**src/rtl/lp_ctrl_pkg.sv**
```systemverilog
package lp_ctrl_pkg;

    localparam int CODE_W = 4;
    localparam int ERR_W  = 3;

    typedef enum logic [1:0] {
        OP_AUTO  = 2'b00,
        OP_ENTER = 2'b01,
        OP_EXIT  = 2'b10,
        OP_NOP   = 2'b11
    } lp_op_e;

    typedef enum logic [ERR_W-1:0] {
        ERR_NONE    = 3'b000,
        ERR_PROTO   = 3'b001,
        ERR_UNDEF   = 3'b010,
        ERR_BLOCKED = 3'b011
    } lp_err_e;

    typedef enum logic [1:0] {
        PS_ACTIVE   = 2'b00,
        PS_ENTERING = 2'b01,
        PS_LOW      = 2'b10,
        PS_EXITING  = 2'b11
    } lp_fsm_e;

    typedef enum logic [1:0] {
        CL_UNDEF = 2'b00,
        CL_ANY   = 2'b01,
        CL_DDR   = 2'b10,
        CL_LP    = 2'b11
    } lp_class_e;

endpackage

```
**src/rtl/lp_code_check.sv**
```systemverilog
module lp_code_check
    import lp_ctrl_pkg::*;
#(
    parameter int THR_W = 12
) (
    input  lp_op_e              op,
    input  logic [CODE_W-1:0]   code,
    input  logic [THR_W-1:0]    thr,
    input  logic                is_lpddr,
    input  logic                auto_on,
    input  logic                ctrl_idle,
    input  logic                fsm_active,
    output lp_err_e             err
);

    lp_class_e auto_cls;
    lp_class_e expl_cls;
    lp_class_e cls;
    logic      mismatch;

    always_comb begin
        unique case (code)
            4'b0000, 4'b0001, 4'b0011:          auto_cls = CL_ANY;
            4'b0010, 4'b0100, 4'b1011, 4'b1100: auto_cls = CL_LP;
            4'b0101, 4'b0110:                   auto_cls = CL_DDR;
            default:                            auto_cls = CL_UNDEF;
        endcase
    end

    always_comb begin
        unique case (code)
            4'b1000, 4'b1001, 4'b1010: expl_cls = CL_DDR;
            4'b1101, 4'b1110, 4'b1111: expl_cls = CL_LP;
            default:                   expl_cls = CL_UNDEF;
        endcase
    end

    assign cls      = (op == OP_ENTER) ? expl_cls : auto_cls;
    assign mismatch = (cls == CL_LP && !is_lpddr) || (cls == CL_DDR && is_lpddr);

    always_comb begin
        err = ERR_NONE;
        unique case (op)
            OP_AUTO: begin
                if (cls == CL_UNDEF)                 err = ERR_UNDEF;
                else if (mismatch)                   err = ERR_PROTO;
                else if (code != '0 && thr == '0)    err = ERR_BLOCKED;
            end
            OP_ENTER: begin
                if (cls == CL_UNDEF)                 err = ERR_UNDEF;
                else if (mismatch)                   err = ERR_PROTO;
                else if (auto_on || !ctrl_idle || !fsm_active)
                                                     err = ERR_BLOCKED;
            end
            default:                                 err = ERR_NONE;
        endcase
    end

endmodule

```
**src/rtl/lp_idle_timer.sv**
```systemverilog
module lp_idle_timer #(
    parameter int THR_W = 12
) (
    input  logic             clk,
    input  logic             rst_n,
    input  logic             en,
    input  logic             ctrl_idle,
    input  logic             wake,
    input  logic [THR_W-1:0] thr,
    output logic             hit
);

    logic [THR_W-1:0] count;
    logic             quiet;

    assign quiet = en && ctrl_idle && !wake;
    assign hit   = quiet && (thr != '0) && (count == thr - 1'b1);

    always_ff @(posedge clk or negedge rst_n) begin
        if (!rst_n)              count <= '0;
        else if (!quiet || hit)  count <= '0;
        else                     count <= count + 1'b1;
    end

    // the running count never passes the programmed threshold
    assert_cnt_below_thr_R4: assert property (@(posedge clk) disable iff (!rst_n)
        (en && thr != '0) |-> (count < thr));

    // a busy or woken clock leaves the count at zero
    assert_cnt_restart_R4: assert property (@(posedge clk) disable iff (!rst_n)
        (en && (!ctrl_idle || wake)) |=> (count == '0));

endmodule

```
**src/rtl/lp_power_fsm.sv**
```systemverilog
module lp_power_fsm
    import lp_ctrl_pkg::*;
(
    input  logic              clk,
    input  logic              rst_n,
    input  logic              go_enter,
    input  logic [CODE_W-1:0] enter_code,
    input  logic              go_exit,
    input  logic              auto_hit,
    input  logic [CODE_W-1:0] auto_code,
    input  logic              wake,
    input  logic              seq_ack,
    output lp_fsm_e           state,
    output logic              enter_req,
    output logic              exit_req,
    output logic [CODE_W-1:0] tgt_code,
    output logic [CODE_W-1:0] pwr_state
);

    lp_fsm_e           state_q, state_d;
    logic              is_auto_q;
    logic              wake_pend_q;
    logic [CODE_W-1:0] code_q;

    always_comb begin
        state_d = state_q;
        unique case (state_q)
            PS_ACTIVE:   if (go_enter || auto_hit) state_d = PS_ENTERING;
            PS_ENTERING: if (seq_ack)
                             state_d = (is_auto_q && (wake_pend_q || wake)) ? PS_EXITING : PS_LOW;
            PS_LOW:      if ((is_auto_q && wake) || (!is_auto_q && go_exit))
                             state_d = PS_EXITING;
            PS_EXITING:  if (seq_ack) state_d = PS_ACTIVE;
            default:     state_d = PS_ACTIVE;
        endcase
    end

    always_ff @(posedge clk or negedge rst_n) begin
        if (!rst_n) begin
            state_q     <= PS_ACTIVE;
            is_auto_q   <= 1'b0;
            wake_pend_q <= 1'b0;
            code_q      <= '0;
        end else begin
            state_q <= state_d;
            if (state_q == PS_ACTIVE && go_enter) begin
                code_q    <= enter_code;
                is_auto_q <= 1'b0;
            end else if (state_q == PS_ACTIVE && auto_hit) begin
                code_q    <= auto_code;
                is_auto_q <= 1'b1;
            end
            if (state_q == PS_ENTERING && !seq_ack)
                wake_pend_q <= wake_pend_q || (wake && is_auto_q);
            else
                wake_pend_q <= 1'b0;
        end
    end

    always_comb begin
        enter_req = 1'b0;
        exit_req  = 1'b0;
        pwr_state = '0;
        unique case (state_q)
            PS_ACTIVE:   ;
            PS_ENTERING: enter_req = 1'b1;
            PS_LOW:      pwr_state = code_q;
            PS_EXITING:  begin exit_req = 1'b1; pwr_state = code_q; end
            default:     ;
        endcase
    end

    assign tgt_code = code_q;
    assign state    = state_q;

    // never two requests toward the sequencer at once
    assert_single_req_R10: assert property (@(posedge clk) disable iff (!rst_n)
        !(enter_req && exit_req));

    // an entry request stays up until acknowledged
    assert_enter_hold_R7: assert property (@(posedge clk) disable iff (!rst_n)
        (enter_req && !seq_ack) |=> enter_req);

    // a wake in an automatic low state asks for exit next clock
    assert_wake_exit_R9: assert property (@(posedge clk) disable iff (!rst_n)
        (state_q == PS_LOW && is_auto_q && wake) |=> exit_req);

    // a wake in an explicit low state changes nothing
    assert_wake_ignored_R9: assert property (@(posedge clk) disable iff (!rst_n)
        (state_q == PS_LOW && !is_auto_q && wake && !go_exit) |=> (state_q == PS_LOW));

endmodule

```
**src/rtl/lp_entry_ctrl.sv**
```systemverilog
module lp_entry_ctrl
    import lp_ctrl_pkg::*;
#(
    parameter int THR_W = 12
) (
    input  logic             clk,
    input  logic             rst_n,
    input  logic             cmd_valid,
    output logic             cmd_ready,
    input  logic [1:0]       cmd_op,
    input  logic [3:0]       cmd_state,
    input  logic [THR_W-1:0] cmd_thr,
    input  logic             proto_lpddr,
    input  logic             ctrl_idle,
    input  logic             wake_req,
    input  logic             seq_ack,
    output logic             enter_req,
    output logic             exit_req,
    output logic [3:0]       tgt_code,
    output logic [3:0]       pwr_state,
    output logic             rsp_valid,
    output logic [2:0]       err_code
);

    lp_op_e            op;
    lp_err_e           chk_err;
    lp_fsm_e           fsm_state;
    logic              cmd_fire;
    logic              auto_on;
    logic              auto_hit;
    logic              timer_en;
    logic [CODE_W-1:0] auto_code_q;
    logic [THR_W-1:0]  auto_thr_q;
    logic [ERR_W-1:0]  err_q;
    logic              rsp_q;

    assign op        = lp_op_e'(cmd_op);
    assign cmd_ready = (fsm_state == PS_ACTIVE) || (fsm_state == PS_LOW);
    assign cmd_fire  = cmd_valid && cmd_ready;
    assign auto_on   = (auto_code_q != '0);
    assign timer_en  = (fsm_state == PS_ACTIVE) && auto_on && !cmd_fire;

    lp_code_check #(.THR_W(THR_W)) u_check (
        .op         (op),
        .code       (cmd_state),
        .thr        (cmd_thr),
        .is_lpddr   (proto_lpddr),
        .auto_on    (auto_on),
        .ctrl_idle  (ctrl_idle),
        .fsm_active (fsm_state == PS_ACTIVE),
        .err        (chk_err)
    );

    lp_idle_timer #(.THR_W(THR_W)) u_timer (
        .clk       (clk),
        .rst_n     (rst_n),
        .en        (timer_en),
        .ctrl_idle (ctrl_idle),
        .wake      (wake_req),
        .thr       (auto_thr_q),
        .hit       (auto_hit)
    );

    lp_power_fsm u_fsm (
        .clk        (clk),
        .rst_n      (rst_n),
        .go_enter   (cmd_fire && op == OP_ENTER && chk_err == ERR_NONE),
        .enter_code (cmd_state),
        .go_exit    (cmd_fire && op == OP_EXIT),
        .auto_hit   (auto_hit),
        .auto_code  (auto_code_q),
        .wake       (wake_req),
        .seq_ack    (seq_ack),
        .state      (fsm_state),
        .enter_req  (enter_req),
        .exit_req   (exit_req),
        .tgt_code   (tgt_code),
        .pwr_state  (pwr_state)
    );

    always_ff @(posedge clk or negedge rst_n) begin
        if (!rst_n) begin
            auto_code_q <= '0;
            auto_thr_q  <= '0;
            err_q       <= ERR_NONE;
            rsp_q       <= 1'b0;
        end else begin
            rsp_q <= cmd_fire;
            if (cmd_fire) begin
                err_q <= chk_err;
                if (op == OP_AUTO && chk_err == ERR_NONE) begin
                    auto_code_q <= cmd_state;
                    auto_thr_q  <= cmd_thr;
                end
            end
        end
    end

    assign rsp_valid = rsp_q;
    assign err_code  = err_q;

    // a zero threshold on a nonzero code is refused
    assert_zero_thr_R3: assert property (@(posedge clk) disable iff (!rst_n)
        (cmd_fire && op == OP_AUTO && cmd_state != '0 && cmd_thr == '0)
            |=> (err_code != ERR_NONE));

    // a command offered while busy gets no response
    assert_busy_silent_R10: assert property (@(posedge clk) disable iff (!rst_n)
        (cmd_valid && !cmd_ready) |=> !rsp_valid);

    // exit always answers with no error
    assert_exit_ok_R8: assert property (@(posedge clk) disable iff (!rst_n)
        (cmd_fire && op == OP_EXIT) |=> (rsp_valid && err_code == ERR_NONE));

endmodule

```
**config.mk**
```make
export PLATFORM = sky130hd
export DESIGN_NAME = lp_entry_ctrl
export DESIGN_NICKNAME = d
export VERILOG_FILES = /design/src/rtl/lp_ctrl_pkg.sv /design/src/rtl/lp_code_check.sv /design/src/rtl/lp_idle_timer.sv /design/src/rtl/lp_power_fsm.sv /design/src/rtl/lp_entry_ctrl.sv
export SDC_FILE = /design/constraint.sdc
export NUM_CORES = 1
export LEC_CHECK = 0
export ABC_AREA = 1
export BUFFER_PORTS_ARGS = -buffer_cell sky130_fd_sc_hd__buf_2
export CAP_MARGIN = 0
export CORE_UTILIZATION = 25
export DETAILED_ROUTE_END_ITERATION = 10
export GPL_TIMING_DRIVEN = 0
export PLACE_DENSITY_LB_ADDON = 0.1
export SYNTH_ARGS = -nofsm -noshare
export SYNTH_HDL_FRONTEND = slang
export SYNTH_SLANG_ARGS = --single-unit
```
**constraint.sdc**
```tcl
create_clock -name clk -period 2.4 [get_ports clk]
set_clock_uncertainty 0.15 [all_clocks]
set_input_delay 0.24 -clock clk [delete_from_list [all_inputs] [get_ports clk]]
set_output_delay 0.24 -clock clk [all_outputs]
set_load 0.02 [all_outputs]
```
==> results of run 1 <==
through the flow:
step	std cells	setup WS, ns	TNS, ns	total power [mW]
after global placement	534	-0.2942	-3.768	2.638
after floorplan	360	0.1016	0	2.261
final	557	0.1000	0	3.310
after CTS	555	0.004297	0	3.282
after detailed placement	534	-0.2888	-3.749	2.647
after global routing	557	-0.01939	-0.07391	3.638
synthesized netlist by cell type, types with 4 or more instances:
cell / n
nor2_2: 14
o21ai_1: 4
nor2_1: 34
nand3_1: 24
nand2_2: 6
xnor2_1: 4
inv_2: 4
inv_1: 53
a21oi_1: 5
xor2_1: 8
nor3_1: 5
o21ai_2: 14
ha_1: 6
nand2_1: 102
dfrtp_1: 39
nand4_1: 4
critical path, stage by stage (launching register included):
cell and delay [ns]:
dfrtp_1 0.43, inv_2 0.10, ha_4 0.16, nand2_4 0.05
nor2_2 0.11, nand2_2 0.07, nor2_4 0.11, nand2_1 0.06
nor2_1 0.09, nand2_1 0.08, nor2_2 0.09, nand3_2 0.08
nor2_4 0.16, inv_4 0.06, nand2_4 0.09, bufbuf_16 0.27
nor2_2 0.03
layer usage:
metal | up-vias | wire length, microns | share of wire, % | global-route usage (%)
met3 | 2 | 181 | 2.8 | 2.558
met4 | 0 | 30 | 0.46 | 2.414
li1 | 1237 | - | - | -
met1 | 1061 | 3051 | 46 | 15.72
met2 | 24 | 3299 | 50 | 23.13
met5 | - | 0 | 0 | 0
worst min-delay path by stage:
stage               startpoint                end  slack (ns)  depth (start not counted)
global placement       seq_ack  u_fsm.wake_pend_q        0.27                          2
global route        cmd_thr[2]      auto_thr_q[2]        0.05                          3
floorplan                rst_n     auto_code_q[0]       -0.21                          0
detailed placement     seq_ack  u_fsm.wake_pend_q        0.27                          2
CTS                 cmd_thr[9]      auto_thr_q[9]        0.05                          3
finish              cmd_thr[0]      auto_thr_q[0]        0.06                          3
state kept, by name (all words and copies together) (netlist names):
signal,cells
u_fsm.tgt_code,4
u_fsm.is_auto_q,1
err_code,2
u_timer.count,12
u_fsm.state,2
auto_code_q,4
u_fsm.wake_pend_q,1
rsp_valid,1
auto_thr_q,12
kinds of logic after synthesis:
group / count (synthesis) / synth area share, %
other cells: 1 / 0.1412
buf+inv: 64 / 10.79
simple gates: 205 / 36.08
xor+xnor: 13 / 4.851
compound gates: 32 / 8.572
fa+ha+maj: 6 / 2.826
flops: 39 / 36.74
power by group through the flow:
stage	clock (mW)	sequential, mW	combinational, mW
floorplan	0	1.09	1.17
global placement	0	1.08	1.56
detailed placement	0	1.09	1.56
CTS	0.494	1.06	1.73
global route	0.517	1.10	2.03
finish	0.460	1.05	1.80
cell type report:
class                      instances  area, sq um
clock inverter                     3        20.02
timing repair buffer              53        349.1
inverter                          58        222.7
sequential                        39        975.9
fill                            1141         6987
tap                              136        170.2
clock buffer                       5        68.82
multi-input combinational        257         1461
buffer                             6        68.82
repair_timing:
item	4_1_cts	5_1_grt
endpoints found under the hold margin	40	0
cloned	1	0
gates resized for setup	9	12
buffers inserted	10	2
hold buffers	2	0
setup endpoints to repair	18	16
pin swaps	6	8
==> results.toml, run 1 <==
[outcome]
outcome = "finished clean"

[yosys]
syn_area_sq_mm = 0.002656
synth-async-reset-ratio_pct = 100.0
ys_warn_count = 0
yosys.area.top_type = "dfrtp_1"
synthDistinctLibCells = 36
syn_area_per_cell_sq_um = 7.379
synthesis.nets = 391
syn_inst = 360
synth_area_leaders = "dfrtp_1 37%, nand2_1 14%, inv_1 7.5%, nor2_1 4.8%, o21ai_2 4.6%"
synth_seq_cells = 39
synth_top_cell_area_share_pct = 36.74
synth_edf_count = 0
yosys_most_used_dff = "dfrtp_1"
yosysSeqAreaShare_pct = 36.74

[grt]
grt_max_degree = 40
track_usage_pct = 12.80
grt_pass1_vias = 2364
antenna_found_initial = 0
grt.overflow.total = 0
grt_pass1_wl_microns = 11090

[power_and_ir_drop]
switchingPower_mw = 1.491
p_int_mw = 1.819
pwr_density_cell_mw_per_mm2 = 992.1
peakVddDrop_v = 0.0004389
comb_power_share_pct = 54.3
p_sw_share_pct = 45.05
leakagePower_nw = 1.717
pwr-share-seq_pct = 31.8
clkPwrFrac_pct = 13.9

[critical_path]
end_kind = "flip-flop"
endpoint = "u_timer.count[5]"
arrival_ns = 2.33
reg2reg_from = "u_fsm.state[1]"
reg2reg_slack_ns = 0.10
worstReg2RegEnd = "u_timer.count[5]"
cp.required_ns = 2.43
startpoint = "u_fsm.state[1]"
reg2reg_depth = 16
critPathLaunchType = "flip-flop"
crit_type = "flip-flop to flip-flop"
cp_max_fo = 5

[finish]
post-route-util_pct = 32.32
final_cell_mix = "97 x nand2_1, 51 x inv_1, 39 x dfrtp_1"
final_common_cell = "nand2_1"
nets = 451
diodes = 0
drive_gt1_share_pct = 30.17
fin_area_sq_mm = 0.003337
syn2layout_area_growth_pct = 25.62

[worst_hold_path]
hold_path_class = "input port to flip-flop"

[detailed_routing]
vias = 2324
first_pass_iters = 4
ant_nets = 0
wl_microns = 6563
via_per_inst = 4.172
drt_iter0_drc = 46
routedWlPerCell_microns = 11.78
drc = 0

[floorplanning]
die_w_microns = 105.1
fp-row-count = 37
floorplan.initialDensity_pct = 25.73
dieArea_sq_mm = 0.01104
fp.dieH_microns = 105.1
core_sq_mm = 0.01032
io_pins = 40

[clock_tree]
clock_latency_ns = 0.29
cts_made_buffers = 5
cts_max_path_buffers = 2
clock_sinks = 39
root_buffer = "clkbuf_8"
htree_num_levels = 2
cts_tree = "built"
path_clk_slew_ns = 0.09

[sta]
rsz0062_at_grt = "yes"
finalCritPeriodShare_pct = 95.83
timing.final.hold_violations = 0
min_period_ns = 2.300
worstMarginPinSlew_ns = 0.9843
max_slew_margin_pct = 34.38
hold_ws_ns = 0.05852
setup_viol = 0
fmax_mhz = 434.8
maxSlewViolCount = 0

[placement]
hpwl_microns = 4929
placed_cell_area_sq_mm = 0.003017
gp_congestion = 0.7287
numPortBuffers = 38

[run]
cap_violations = 0
No activity file was read; power rests on OpenSTA's default activity.
==> inputs of run 2 (changes only) <==
--- a/config.mk
+++ b/config.mk
@@ -5,13 +5,12 @@
 export SDC_FILE = /design/constraint.sdc
 export NUM_CORES = 1
 export LEC_CHECK = 0
-export ABC_AREA = 1
 export BUFFER_PORTS_ARGS = -buffer_cell sky130_fd_sc_hd__buf_2
 export CAP_MARGIN = 0
 export CORE_UTILIZATION = 25
+export CTS_BUF_LIST = sky130_fd_sc_hd__clkbuf_16
 export DETAILED_ROUTE_END_ITERATION = 10
 export GPL_TIMING_DRIVEN = 0
-export PLACE_DENSITY_LB_ADDON = 0.1
 export SYNTH_ARGS = -nofsm -noshare
 export SYNTH_HDL_FRONTEND = slang
 export SYNTH_SLANG_ARGS = --single-unit
==> run 2 against run 1 <==
Sequential cell count unchanged. First-iteration DRC count is 17% higher. The run now ends with negative setup slack left. Final cell count shrank 22%. Largest power group unchanged. Combinational power decreased by 18%.
==> results.toml, run 2 <==
[detailed_routing]
drt_iter0_drc = 54
wl_microns = 5816
ant_nets = 0
via_per_inst = 4.693
vias = 2046
drc = 0
first_pass_iters = 4
routedWlPerCell_microns = 13.34

[outcome]
outcome = "finished, violations left"
violations = "negative setup slack"

[grt]
grt_pass1_wl_microns = 9915
track_usage_pct = 12.53
grt_pass1_vias = 2025
grt.overflow.total = 0
grt_max_degree = 40
antenna_found_initial = 0

[floorplanning]
fp.dieH_microns = 101.0
fp-row-count = 35
die_w_microns = 101.0
floorplan.initialDensity_pct = 26.17
io_pins = 40
dieArea_sq_mm = 0.01021
core_sq_mm = 0.009371

[run]
cap_violations = 0

[placement]
dp_cells = 414
hpwl_microns = 4353
numPortBuffers = 35
placed_cell_area_sq_mm = 0.002829
gp_congestion = 0.7855
preCtsSetupSlack_ns = -0.4377

[yosys]
synthesis.nets = 281
yosysMostFrequentCell = "dfrtp_1"
synth-async-reset-ratio_pct = 100.0
yosys.area.top_type = "dfrtp_1"
synth_area_leaders = "dfrtp_1 40%, mux2_2 7.8%, xnor2_1 6.1%, nor2_1 4.1%, xor2_1 3.6%"
syn_area_per_cell_sq_um = 9.809
synth_edf_count = 0
syn_inst = 250
ys_warn_count = 0
syn_area_sq_mm = 0.002452
synth_top_cell_area_share_pct = 39.80
yosysSeqAreaShare_pct = 39.80
synth_common_cells = "39 x dfrtp_1, 27 x nor2_1, 19 x nand2_1"
yosys_most_used_dff = "dfrtp_1"
synthDistinctLibCells = 54
synth_seq_cells = 39

[clock_tree]
cts_max_path_buffers = 2
clock_latency_ns = 0.28
clock_sinks = 39
cts_tree = "built"
htree_num_levels = 2
root_buffer = "clkbuf_16"
path_clk_slew_ns = 0.06
cts_made_buffers = 5

[sta]
setup_ws_ns = -0.2793
setup_viol = 17
finalCritPeriodShare_pct = 111.6
timing.final.hold_violations = 0
tns_ns = -2.625
worstMarginPinSlew_ns = 0.8801
hold_ws_ns = 0.05978
max_slew_margin_pct = 41.33
fmax_mhz = 373.2
rsz0062_at_grt = "yes"
min_period_ns = 2.679
maxSlewViolCount = 0

[power_and_ir_drop]
leakagePower_nw = 1.375
pwr_density_cell_mw_per_mm2 = 1025
peakVddDrop_v = 0.0005329
power_mw = 3.183

[critical_path]
end_kind = "flip-flop"
critPathLaunchType = "flip-flop"
arrival_ns = 2.70
cp.required_ns = 2.42
crit_type = "flip-flop to flip-flop"
cp_max_fo = 4

[worst_hold_path]
hold_path_class = "input port to flip-flop"

[finish]
final_common_cell = "dfrtp_1"
post-route-util_pct = 33.14
fin_area_sq_mm = 0.003105
multi_input_area_sq_mm = 0.001453
diodes = 0
reg.largest.list = "auto_thr_q (12), u_timer.count (12)"
nets = 337
nFillCells = 1003
stdcell_count = 436
drive_gt1_share_pct = 32.25
final_cell_mix = "38 x dfrtp_1, 37 x buf_2, 25 x nor2_1"
syn2layout_area_growth_pct = 26.63
seq_area_sq_um = 977.2
[run 2: critical path, stage by stage (launching register included)]
cell	delay [ns]
dfrtp_1	0.41
inv_1	0.07
ha_2	0.18
nor3b_4	0.26
nand3_2	0.12
or4b_4	0.48
o211ai_1	0.15
o2111ai_4	0.22
a31oi_4	0.21
mux2_4	0.31
[run 2: cell families (layout without fill, tap and decap cells)]
kind of cell / Yosys count / in the layout / share of synthesized area [%]
xor+xnor: 27 / 27 / 9.643
other cells: 1 / 1 / 0.1529
compound gates: 30 / 30 / 9.848
fa+ha+maj: 6 / 6 / 3.061
flops: 39 / 39 / 39.80
buf+inv: 19 / 76 / 3.418
simple gates: 102 / 102 / 22.55
mux: 26 / 26 / 11.53
[run 2: layout make-up]
class,instances,area share [%]
multi-input cells,192,46.78
clock buffers,5,4.029
flip-flops and latches,39,31.47
inverters,10,1.209
plain buffers,9,1.732
repair buffers,49,9.106
clock inverters,3,0.4835
well taps,129,5.197
[run 2: worst paths after layout]
| check | endpoint | from | cells past startpoint | slack, ns |
|---|---|---|---|---|
| worst max-delay path | u_fsm.state[1] | auto_thr_q[0] | 9 | -0.28 |
| worst min-delay path | auto_thr_q[7] | cmd_thr[7] | 2 | 0.06 |
| worst max register to register | u_fsm.state[1] | auto_thr_q[0] | 9 | -0.28 |
| worst min register to register | err_code[0] | err_code[0] | 2 | 0.34 |
| max in group asynchronous | auto_thr_q[2] | rst_n | 2 | 1.01 |
| min in group asynchronous | u_timer.count[7] | rst_n | 2 | 0.48 |
[run 2: repair_timing]
| item | 4_1_cts | 5_1_grt |
|---|---|---|
| buffers inserted | 10 | 1 |
| cloned | 0 | 1 |
| hold endpoints to repair | 40 | 0 |
| endpoints found under the setup margin | 35 | 35 |
| pin swaps | 5 | 7 |
| hold buffers | 2 | 0 |
| resized for setup | 3 | 4 |
[run 2: metal layers]
| layer | global-route usage [%] | wire [microns] |
|---|---|---|
| met2 | 20.88 | 2785 |
| met4 | 4.905 | 78 |
| met3 | 2.011 | 175 |
| met1 | 16.16 | 2777 |
| met5 | 0 | 0 |
[run 2: power by group]
group          switching [mW]  internal [mW]  total, mW  leakage [nW]
Sequential              0.205          0.869       1.07         0.503
Clock                   0.258          0.379      0.637        0.0733
Combinational           0.761          0.711       1.47         0.798
Total                    1.22           1.96       3.18          1.37
==> inputs of run 3 (changes only) <==
--- a/config.mk
+++ b/config.mk
@@ -7,10 +7,12 @@
 export LEC_CHECK = 0
 export BUFFER_PORTS_ARGS = -buffer_cell sky130_fd_sc_hd__buf_2
 export CAP_MARGIN = 0
-export CORE_UTILIZATION = 25
+export CORE_UTILIZATION = 50
 export CTS_BUF_LIST = sky130_fd_sc_hd__clkbuf_16
 export DETAILED_ROUTE_END_ITERATION = 10
 export GPL_TIMING_DRIVEN = 0
+export PLACE_DENSITY = 0.72
+export SKIP_LAST_GASP = 1
 export SYNTH_ARGS = -nofsm -noshare
 export SYNTH_HDL_FRONTEND = slang
 export SYNTH_SLANG_ARGS = --single-unit
==> run 3 against run 2 <==
The run still ends with negative setup slack left. Sequential cell count unchanged. Final cell count down 14%. Count of clock-buffer cells in the layout unchanged. Clock power down 2%. Global-route usage up 11 points. Critical path type unchanged. Largest cell class unchanged.
==> results.toml, run 3 (same netlist as run 2, synthesis figures left out) <==
[power_and_ir_drop]
pwr_density_cell_mw_per_mm2 = 1052
leakagePower_nw = 1.386
p_sw_share_pct = 37.88
comb_power_share_pct = 47.2
p_int_mw = 2.007
switchingPower_mw = 1.224
peakVddDrop_v = 0.0005379
power_mw = 3.231
pwr-share-seq_pct = 33.6
clkPwrFrac_pct = 19.2

[placement]
numPortBuffers = 35
hpwl_microns = 4065
gp_congestion = 0.7587
placed_cell_area_sq_mm = 0.002751

[finish]
drive_gt1_share_pct = 33.22
nets = 337
reg.largest.list = "auto_thr_q (12), u_timer.count (12)"
final_cell_mix = "37 x dfrtp_1, 36 x buf_2, 26 x nor2_1"
diodes = 0
nFillCells = 373
fin_area_sq_mm = 0.003070
final_common_cell = "dfrtp_1"
syn2layout_area_growth_pct = 25.20
post-route-util_pct = 65.01

[grt]
grt.overflow.total = 0
grt_pass1_wl_microns = 9328
grt_pass1_vias = 1951
grt_max_degree = 40
track_usage_pct = 23.65
antenna_found_initial = 0

[critical_path]
end_kind = "flip-flop"
arrival_ns = 2.71
cp_max_fo = 5
cp.required_ns = 2.41
startpoint = "auto_thr_q[2]"
critPathLaunchType = "flip-flop"
crit_type = "flip-flop to flip-flop"
reg2reg_from = "auto_thr_q[2]"

[sta]
finalCritPeriodShare_pct = 112.2
hold_ws_ns = 0.06221
timing.final.hold_violations = 0
maxSlewViolCount = 0
tns_ns = -4.040
setup_ws_ns = -0.2921
rsz0062_at_grt = "yes"
worstMarginPinSlew_ns = 0.8684
max_slew_margin_pct = 42.10
min_period_ns = 2.692
setup_viol = 30
fmax_mhz = 371.5

[floorplanning]
core_sq_mm = 0.004723
floorplan.initialDensity_pct = 51.92
dieArea_sq_mm = 0.005189
die_w_microns = 72.04
io_pins = 40
fp-row-count = 25
fp.dieH_microns = 72.04

[clock_tree]
cts_max_path_buffers = 2
clock_latency_ns = 0.28
path_clk_slew_ns = 0.06
htree_num_levels = 2
cts_tree = "built"
clock_sinks = 39
root_buffer = "clkbuf_16"
cts_made_buffers = 5

[worst_hold_path]
min-delay-start = "cmd_thr[11]"
hold_path_class = "input port to flip-flop"

[outcome]
violations = "negative setup slack"
outcome = "finished, violations left"

[detailed_routing]
first_pass_iters = 4
drt_iter0_drc = 101
ant_nets = 0
vias = 2031
via_per_inst = 5.430
wl_microns = 5648
routedWlPerCell_microns = 15.10
drc = 0

[run]
cap_violations = 0
## run 3: cell types whose count changed in the layout (fill, tap and decap cells not counted), sizes merged
cell / delta
inv: +2
clkinv: -2
## run 3: area by class of cell
class | count | area (sq um) | share of cell area (%)
clock inverters | 3 | 12.51 | 0.4075
clock buffers | 5 | 125.1 | 4.075
plain buffers | 9 | 53.80 | 1.752
repair buffers | 49 | 309.0 | 10.07
flip-flops and latches | 39 | 978.4 | 31.87
well taps | 67 | 83.83 | 2.730
multi-input cells | 192 | 1470 | 47.88
inverters | 10 | 37.54 | 1.222
## run 3: worst max-delay path, stage by stage (launching register included)
cell       delay (ns)
dfrtp_2          0.42
or4_4            0.58
o21a_1           0.19
or3_4            0.33
a21boi_2         0.18
o2111ai_4        0.19
a31oi_4          0.21
mux2_4           0.32
## run 3: final timing paths
path	cells past startpoint	endpoint	slack (ns)
hold / removal	2	auto_thr_q[11]	0.06
setup / recovery	7	u_fsm.state[1]	-0.29
min in group asynchronous	2	auto_thr_q[8]	0.47
max in group asynchronous	2	auto_thr_q[0]	1.03
hold reg to reg	2	err_code[0]	0.32
setup reg to reg	7	u_fsm.state[1]	-0.29
## run 3: power by group through the flow
stage	Clock, mW	Combinational (mW)	Sequential [mW]
after CTS	0.630	1.47	1.08
after floorplan	0	0.964	1.10
after global placement	0	1.26	1.09
after global routing	0.663	1.66	1.11
final	0.622	1.52	1.08
after detailed placement	0	1.30	1.10
## run 3: metrics by stage
| stage | setup WS, ns | std cells |
|---|---|---|
| 2_1_floorplan | -0.2042 | 250 |
| 3_3_place_gp | -0.4058 | 352 |
| 3_5_place_dp | -0.4557 | 352 |
| 4_1_cts | -0.2859 | 371 |
| 5_1_grt | -0.3798 | 374 |
| 6_report | -0.2921 | 374 |
## run 3: what timing repair did
action	4_1_cts	5_1_grt
buffers inserted	8	3
hold buffers	2	0
hold endpoints to repair	40	0
cloned	1	0
gates resized for setup	10	7
pin swaps	9	9
setup endpoints to repair	35	35
## run 3: layer usage
metal	vias up	wire length [microns]	track usage, %
li1	990	-	-
met1	990	2490	28.84
met2	43	2868	41.93
met3	8	179	4.306
met4	0	109	8.497
met5	-	0	0
